`config.mk`:
```
export PLATFORM = sky130hd
export DESIGN_NAME = sram_fb_ctrl
export DESIGN_NICKNAME = d
export VERILOG_FILES = /design/src/rtl/sram_fb_ctrl.sv
export SDC_FILE = /design/constraint.sdc
export NUM_CORES = 1
export LEC_CHECK = 0
export BUFFER_PORTS_ARGS = -buffer_cell sky130_fd_sc_hd__buf_4
export CORE_MARGIN = 2
export CORE_UTILIZATION = 59
export DETAILED_ROUTE_END_ITERATION = 8
export GPL_TIMING_DRIVEN = 1
export PLACE_DENSITY_LB_ADDON = 0.3
export SETUP_SLACK_MARGIN = 0.02
export SLEW_MARGIN = 20
export SYNTH_ARGS = -nofsm -noshare
export SYNTH_HDL_FRONTEND = slang
export SYNTH_SLANG_ARGS = --single-unit
```
`constraint.sdc`:
```
create_clock -name clk -period 5.55 [get_ports clk]
set_clock_uncertainty 0.15 [all_clocks]
set_input_delay 0.8325 -clock clk [delete_from_list [all_inputs] [get_ports clk]]
set_output_delay 0.8325 -clock clk [all_outputs]
set_load 0.05 [all_outputs]
```
`src/rtl/sram_fb_ctrl.sv`:
```
module sram_fb_ctrl #(
  parameter int AW = 18
) (
  input  logic          clk,
  input  logic          rst,
  input  logic [AW-1:0] fb_base,
  input  logic          frame_start,
  input  logic          wr_valid,
  output logic          wr_ready,
  input  logic [AW:0]   wr_addr,
  input  logic [7:0]    wr_byte,
  output logic [7:0]    pix_byte,
  output logic          pix_stb,
  output logic [AW-1:0] sram_addr,
  output logic          sram_ce_n,
  output logic          sram_oe_n,
  output logic          sram_we_n,
  output logic [15:0]   sram_dq_o,
  output logic          sram_dq_oe,
  input  logic [15:0]   sram_dq_i
);

  logic [1:0]    ph;
  logic          pend, busy, hi_q, have_w;
  logic [AW-1:0] wa_q, disp_ptr;
  logic [7:0]    wb_q;
  logic [15:0]   mrg, hold;

  wire           take = pend | wr_valid;
  wire [AW-1:0]  cur  = frame_start ? fb_base : disp_ptr;

  assign wr_ready = ~pend;

  always_ff @(posedge clk) begin
    if (rst) begin
      ph <= 2'd3;
      pend <= 1'b0;
      busy <= 1'b0;
      hi_q <= 1'b0;
      have_w <= 1'b0;
      wa_q <= '0;
      wb_q <= '0;
      disp_ptr <= '0;
      mrg <= '0;
      hold <= '0;
      pix_byte <= '0;
      pix_stb <= 1'b0;
      sram_addr <= '0;
      sram_ce_n <= 1'b1;
      sram_oe_n <= 1'b1;
      sram_we_n <= 1'b1;
      sram_dq_o <= '0;
      sram_dq_oe <= 1'b0;
    end else begin
      ph <= ph + 2'd1;
      pix_stb <= 1'b0;
      sram_ce_n <= 1'b1;
      sram_oe_n <= 1'b1;
      sram_we_n <= 1'b1;
      sram_dq_oe <= 1'b0;
      if (wr_valid && !pend) begin
        pend <= 1'b1;
        wa_q <= wr_addr[AW:1];
        hi_q <= wr_addr[0];
        wb_q <= wr_byte;
      end
      if (ph != 2'd0 && frame_start) disp_ptr <= fb_base;
      case (ph)
        2'd3: begin
          busy <= take;
          if (take) begin
            sram_ce_n <= 1'b0;
            sram_oe_n <= 1'b0;
            sram_addr <= pend ? wa_q : wr_addr[AW:1];
          end
          if (have_w) begin
            pix_byte <= hold[15:8];
            pix_stb <= 1'b1;
          end
        end
        2'd0: begin
          if (busy) mrg <= hi_q ? {wb_q, sram_dq_i[7:0]} : {sram_dq_i[15:8], wb_q};
          sram_ce_n <= 1'b0;
          sram_oe_n <= 1'b0;
          sram_addr <= cur;
          disp_ptr <= cur + 1'b1;
        end
        2'd1: begin
          hold <= sram_dq_i;
          have_w <= 1'b1;
          pix_byte <= sram_dq_i[7:0];
          pix_stb <= 1'b1;
          if (busy) begin
            sram_ce_n <= 1'b0;
            sram_we_n <= 1'b0;
            sram_dq_oe <= 1'b1;
            sram_addr <= wa_q;
            sram_dq_o <= mrg;
          end
        end
        2'd2: begin
          if (busy) pend <= 1'b0;
          busy <= 1'b0;
        end
      endcase
    end
  end

  p_disp_slot_r2: assert property (@(posedge clk) disable iff (rst)
    (ph == 2'd1) |-> (!sram_ce_n && !sram_oe_n && sram_we_n));

  p_stb_gap_r3: assert property (@(posedge clk) disable iff (rst)
    pix_stb |=> !pix_stb);

  p_write_slot_r6: assert property (@(posedge clk) disable iff (rst)
    !sram_we_n |-> (sram_oe_n && !sram_ce_n && sram_dq_oe && ph == 2'd2));

  p_release_r7: assert property (@(posedge clk) disable iff (rst)
    sram_dq_oe |=> !sram_dq_oe);

  p_no_drive_read_r7: assert property (@(posedge clk) disable iff (rst)
    !sram_oe_n |-> !sram_dq_oe);

  p_ready_drop_r8: assert property (@(posedge clk) disable iff (rst)
    (wr_valid && wr_ready) |=> !wr_ready);

  p_idle_write_r9: assert property (@(posedge clk) disable iff (rst)
    (ph == 2'd2 && sram_we_n) |-> (sram_ce_n && sram_oe_n && !sram_dq_oe));

endmodule

```
==> impl_metrics.ini, run 1 <==
[status]
status = finished, final reports clean

[logic_synthesis]
netlist_area_mm2 = 0.00531
yosysSeqAreaShare_pct = 45.6
synth_top_cells_by_count = 121 x dfxtp_1, 99 x nand2_1, 73 x nor2_1
yosysMostFrequentCell = dfxtp_1
synth_seq_cells = 121
synth_flop_cell = dfxtp_1
syn_nets = 676
synth_edf_count = 0
synth.distinct_cells = 60
synth_top_area_share_pct = 45.6
ys_top_cells_by_area = dfxtp_1 46%, nand2_1 7.0%, a21oi_1 6.5%
async_flop_share_pct = 0
ys_warn_count = 0
syn_avg_cell_area_um2 = 8.76
yosys.area.top_type = dfxtp_1
syn_inst = 606

[critical_path]
cp-startpoint = ph[0]
crit_family = compound AO/OA/AOI/OAI gates
cp_slowest_cell = ha_1
crit_path_max_fanout = 25
path_depth = 6
cp-endpoint = sram_addr[2]
cp-end-kind = register
path_class = register to register
critical-path-max-stage-delay_ps = 820
worstReg2RegStart = ph[0]
cp.required_ps = 5750
start_kind = register
crit_chain = inv_1 > ha_1 > inv_1 > a21o_1 > a222oi_1 > a211oi_1
ff2ff_setup_slack_ps = 2510
cpMostUsedCell = inv_1
reg2reg_to = sram_addr[2]
path_buf_inv = 2
arrival_ps = 3240
rr_worst_depth = 6

[power]
leakagePower_nw = 2.65
peakVddDrop_mv = 0.264
power_density_mw_per_mm2 = 374

[route]
first_iter_violations = 420
ant_nets = 0
first_pass_iters = 5
viasPerCell = 6.02
vias = 4898
avgRoutedWirePerCell_um = 17.4
drc_errors = 0
wl_mm = 14.2

[sta]
min_period_ps = 3040
report.final.slew_viol_count = 0
fin_ws_ps = 2510
period_share_pct = 54.8
setup_tns_ps = 0
setup_viol = 0
max_freq_ghz = 0.329
max_slew_margin_pct = 24.6
hold_viol = 0
grt_setup_unrepaired = false
worst_pin_slew_ps = 1130

[placement]
dp_worst_setup_slack_ps = 2510
dp.cells = 781
portBuffers = 112
dp.final_hpwl_mm = 9.32
place_congestion = 0.897

[cts]
insertion_delay_ps = 510
clk_path_buf_depth = 2
path_clk_slew_ps = 60
ctsHtreeMaxLevel = 4
cts_tree = yes
hold_buffers = 0
cts_resized = 0
cts_setup_buffers = 0
cts_sinks = 121
clock-root-buffer = clkbuf_8
cts_buffers = 17

[global_route]
grt_util_met3_pct = 8.01
grt_pass1_wl_mm = 22.4
overflow = 0
busiest_layer = met2
grt_max_degree = 125
grt_usage_pct = 28.5
antenna_found_initial = 0
grt_pass1_vias = 4482
use_met1_pct = 40.3
use_met2_pct = 43.0

[floorplanning]
dieArea_mm2 = 0.00978
start_util_pct = 60.9
fp.dieH_um = 98.9
die_x_um = 98.9
coreArea_mm2 = 0.00872
placementRows = 34
ios = 113

[finish]
area_growth_pct = 25.6
drive_gt1_share_pct = 25.4
fillCellCount = 596
n_antenna_cell = 0
fin_cells = 813
num-nets-final = 762

[flow_run]
max_cap_viol_count = 0

[min_path]
hold_path_class = register to register
## layout by cell type, fill, tap and decap left out, drive strengths merged, types with 4 or more instances in the layout
cell,n
a211oi,43
clkbuf,17
o21ai,4
ha,5
o211ai,4
nand3,4
mux2i,22
nor2,73
and3b,4
inv,13
nor3,5
and3,6
a222oi,13
clkinv,4
buf,113
nand2,99
a221oi,6
a21oi,70
nor2b,14
mux2,20
dfxtp,121
nand4,5
## per-layer routing
| metal | routed length (um) | vias up |
|---|---|---|
| met5 | 0 | - |
| met4 | 248 | 0 |
| met3 | 998 | 28 |
| met2 | 6470 | 208 |
| met1 | 6450 | 2321 |
| li1 | - | 2341 |
## worst min-delay path by stage
stage,startpoint,endpoint,slack (ps),cells after the start
floorplan,ph[0],ph[0],250,1
global placement,ph[0],ph[0],270,1
detailed placement,ph[0],ph[0],280,1
CTS,ph[0],ph[0],300,1
global route,wa_q[8],wa_q[8],330,2
finish,ph[0],ph[0],300,1
## where the power goes
part	total (W)	switching, W	internal (W)
registers	0.000971	0.0000395	0.000931
logic	0.000456	0.000298	0.000158
clock network	0.00107	0.000422	0.000646
total	0.00249	0.000759	0.00174
## per-stage QoR
step	hold WS (ps)	instance area (um^2)	power [W]	util (%)
after floorplan	254	5310	0.00129	-
after global placement	266	6080	0.00142	69.7
after detailed placement	280	6080	0.00143	69.7
after CTS	299	6660	0.00249	76.3
after global routing	330	6670	0.00258	76.5
final	298	6670	0.00249	76.5
## cell families after synthesis
logic type | share of synthesized area, %
adders and majority gates | 1.18
muxes | 8.53
and+or+nand+nor | 19.8
xor gates and xnor gates | 0.495
buffers and inverters | 4.64
AOI/OAI and AO/OA | 19.8
DFF | 45.6
## layout make-up
| class | instances | area [um^2] | share of cell area (%) |
|---|---|---|---|
| flip-flops and latches | 121 | 2420 | 36.3 |
| inverters | 7 | 26.3 | 0.394 |
| well taps | 108 | 135 | 2.03 |
| clock buffers | 17 | 414 | 6.21 |
| repair buffers | 113 | 852 | 12.8 |
| multi-input cells | 432 | 2660 | 39.9 |
| clock inverters | 15 | 163 | 2.44 |
## registers in the layout, indices dropped and copies added (netlist names), 2 cells and up
register and flops:
disp_ptr 18, sram_addr 18, wa_q 18, mrg 16
sram_dq_o 16, hold 8, pix_byte 8, wb_q 8
ph 2
No activity file was read; power rests on OpenSTA's default activity.
==> run 2, diff against run 1 <==
- ABC_AREA: not set -> 1
- CORE_UTILIZATION: 59 -> 55
- clock period: 5.55 -> 2.88 ns (I/O delays scaled with it)
==> impl_metrics.ini, run 2 <==
[route]
drc_errors = 0
first_pass_iters = 5
ant_nets = 0
wl_mm = 15.3
vias = 5508
avgRoutedWirePerCell_um = 15.2
viasPerCell = 5.48
first_iter_violations = 536

[sta]
setup_tns_ps = 0
min_period_ps = 2380
period_share_pct = 82.8
hold_viol = 0
max_slew_margin_pct = 46.0
report.final.slew_viol_count = 0
worst_pin_slew_ps = 802
fin_hold_ws_ps = 23.0
max_freq_ghz = 0.419
setup_viol = 0
grt_setup_unrepaired = false

[logic_synthesis]
syn_avg_cell_area_um2 = 7.24
syn_inst = 767
synth.distinct_cells = 38
yosys.area.top_type = dfxtp_1
async_flop_share_pct = 0
yosysSeqAreaShare_pct = 43.6
synth_edf_count = 0
ys_warn_count = 0
yosysMostFrequentCell = nand2_1
synth_seq_cells = 121
netlist_area_mm2 = 0.00555
ys_top_cells_by_area = dfxtp_1 44%, o21ai_0 9.6%, nand2_1 8.9%
synth_top_area_share_pct = 43.6
syn_nets = 837
synth_flop_cell = dfxtp_1
synth_top_cells_by_count = 131 x nand2_1, 123 x nor2_1, 121 x dfxtp_1

[global_route]
grt_usage_pct = 28.4
grt_pass1_wl_mm = 24.9
overflow = 0
grt_max_degree = 59
antenna_found_initial = 0
grt_pass1_vias = 5017

[critical_path]
cp.required_ps = 3130
cp-end-kind = register
crit_chain = inv_1 > ha_1 > inv_2 > nor2_1 > nor2_4 > inv_1 > nor2_1 > nor2_1
path_buf_inv = 3
ff2ff_setup_slack_ps = 500
cpMostUsedCell = nor2_1
arrival_ps = 2640
crit_family = simple AND/OR/NAND/NOR gates
crit_path_max_fanout = 25
start_kind = register
path_class = register to register
rr_worst_depth = 8
critical-path-max-stage-delay_ps = 430
reg2reg_to = sram_addr[1]
worstReg2RegStart = ph[1]
cp_slowest_cell = nor2_4

[finish]
reg_top3 = disp_ptr: 18 flops, sram_addr: 18 flops, wa_q: 18 flops
area_growth_pct = 26.8
fin_util_pct = 72.1
n_antenna_cell = 0
layout_commonest_cell = nand2_1
num-nets-final = 930
final_cell_mix = 131 x nand2_1, 123 x nor2_1, 121 x dfxtp_1, 120 x buf_4, 107 x o21ai_0
drive_gt1_share_pct = 21.8

[power]
fin_total_pwr_w = 0.00519
leakagePower_nw = 3.16
power_density_mw_per_mm2 = 737
peakVddDrop_mv = 0.557

[min_path]
min_to = wb_q[7]
hold_path_class = input pin to register
hold_path_depth = 3
worstHoldStart = wr_byte[7]

[cts]
cts_buffers = 17
path_clk_slew_ps = 60
cts_sinks = 121
cts_tree = yes
clk_path_buf_depth = 2
ctsHtreeMaxLevel = 4
clock-root-buffer = clkbuf_8
insertion_delay_ps = 520
cts_setup_buffers = 0

[floorplanning]
ios = 113
placementRows = 36
coreArea_mm2 = 0.00977
start_util_pct = 56.8
dieArea_mm2 = 0.0109
die_x_um = 104
fp.dieH_um = 104

[placement]
place_congestion = 0.915
portBuffers = 112
dp.final_hpwl_mm = 10.5

[flow_run]
max_cap_viol_count = 0

[status]
status = finished, final reports clean
==> run 2: cell types whose count changed after synthesis, sizes merged, moves of 20 or more <==
cell,delta
o21ai,+113
inv,+61
nor2,+56
nand2,+49
a211oi,-40
a21oi,-27
mux2i,-22
nand3,+21
mux2,-20
==> run 2: layer usage <==
metal  track usage [%]  wire (um)
met2              42.8       6780
met1              41.3       6940
met3              4.64       1330
met5                 0          0
met4              9.17        206
==> run 2: power by group <==
group | internal (W) | switching, W
Sequential | 0.00182 | 0.0000839
Combinational | 0.000321 | 0.000688
Clock | 0.00153 | 0.000754
==> run 2: metrics by stage <==
stage               instance area [um^2]  std cells  worst slack (ps)
finish                              7040       1005               495
global placement                    6400        974               447
floorplan                           5550        767               946
CTS                                 7040       1005               218
global route                        7040       1005               324
detailed placement                  6400        974               291
==> run 2: cell type report <==
class	instances	area, um^2
flip-flops and latches	121	2420
multi-input cells	530	2630
clock inverters	12	196
repair buffers	121	921
inverters	69	267
well taps	133	166
clock buffers	19	442
fillers	763	2730
==> run 2: worst max path at each step <==
stage	from	depth (start not counted)	slack (ps)	end
after floorplan	frame_start	13	950	disp_ptr[14]
after global placement	ph[1]	8	450	sram_addr[3]
after detailed placement	ph[1]	8	290	sram_addr[5]
after CTS	ph[1]	8	220	sram_addr[1]
after global routing	ph[1]	8	320	sram_addr[1]
final	ph[1]	8	500	sram_addr[1]
==> run 2: worst register-to-register path: cells and delay by family (launching register included) <==
family	cells	cell delay, ps
simple gates	4	820
buf+inv	3	550
fa+ha+maj	1	380
flops	1	360
==> run 2: cells by family after synthesis <==
group	Yosys count	synth area share (%)
buffers and inverters	116	9.13
DFF	121	43.6
adders and majority gates	5	1.13
and+or+nand+nor	312	24.6
AOI/OAI and AO/OA	213	21.5
==> run 2: timing repair <==
| action | 4_1_cts | 5_1_grt |
|---|---|---|
| resized for setup | 0 | 1 |
| hold buffers | 0 | 0 |
| endpoints found under the setup margin | 0 | 13 |
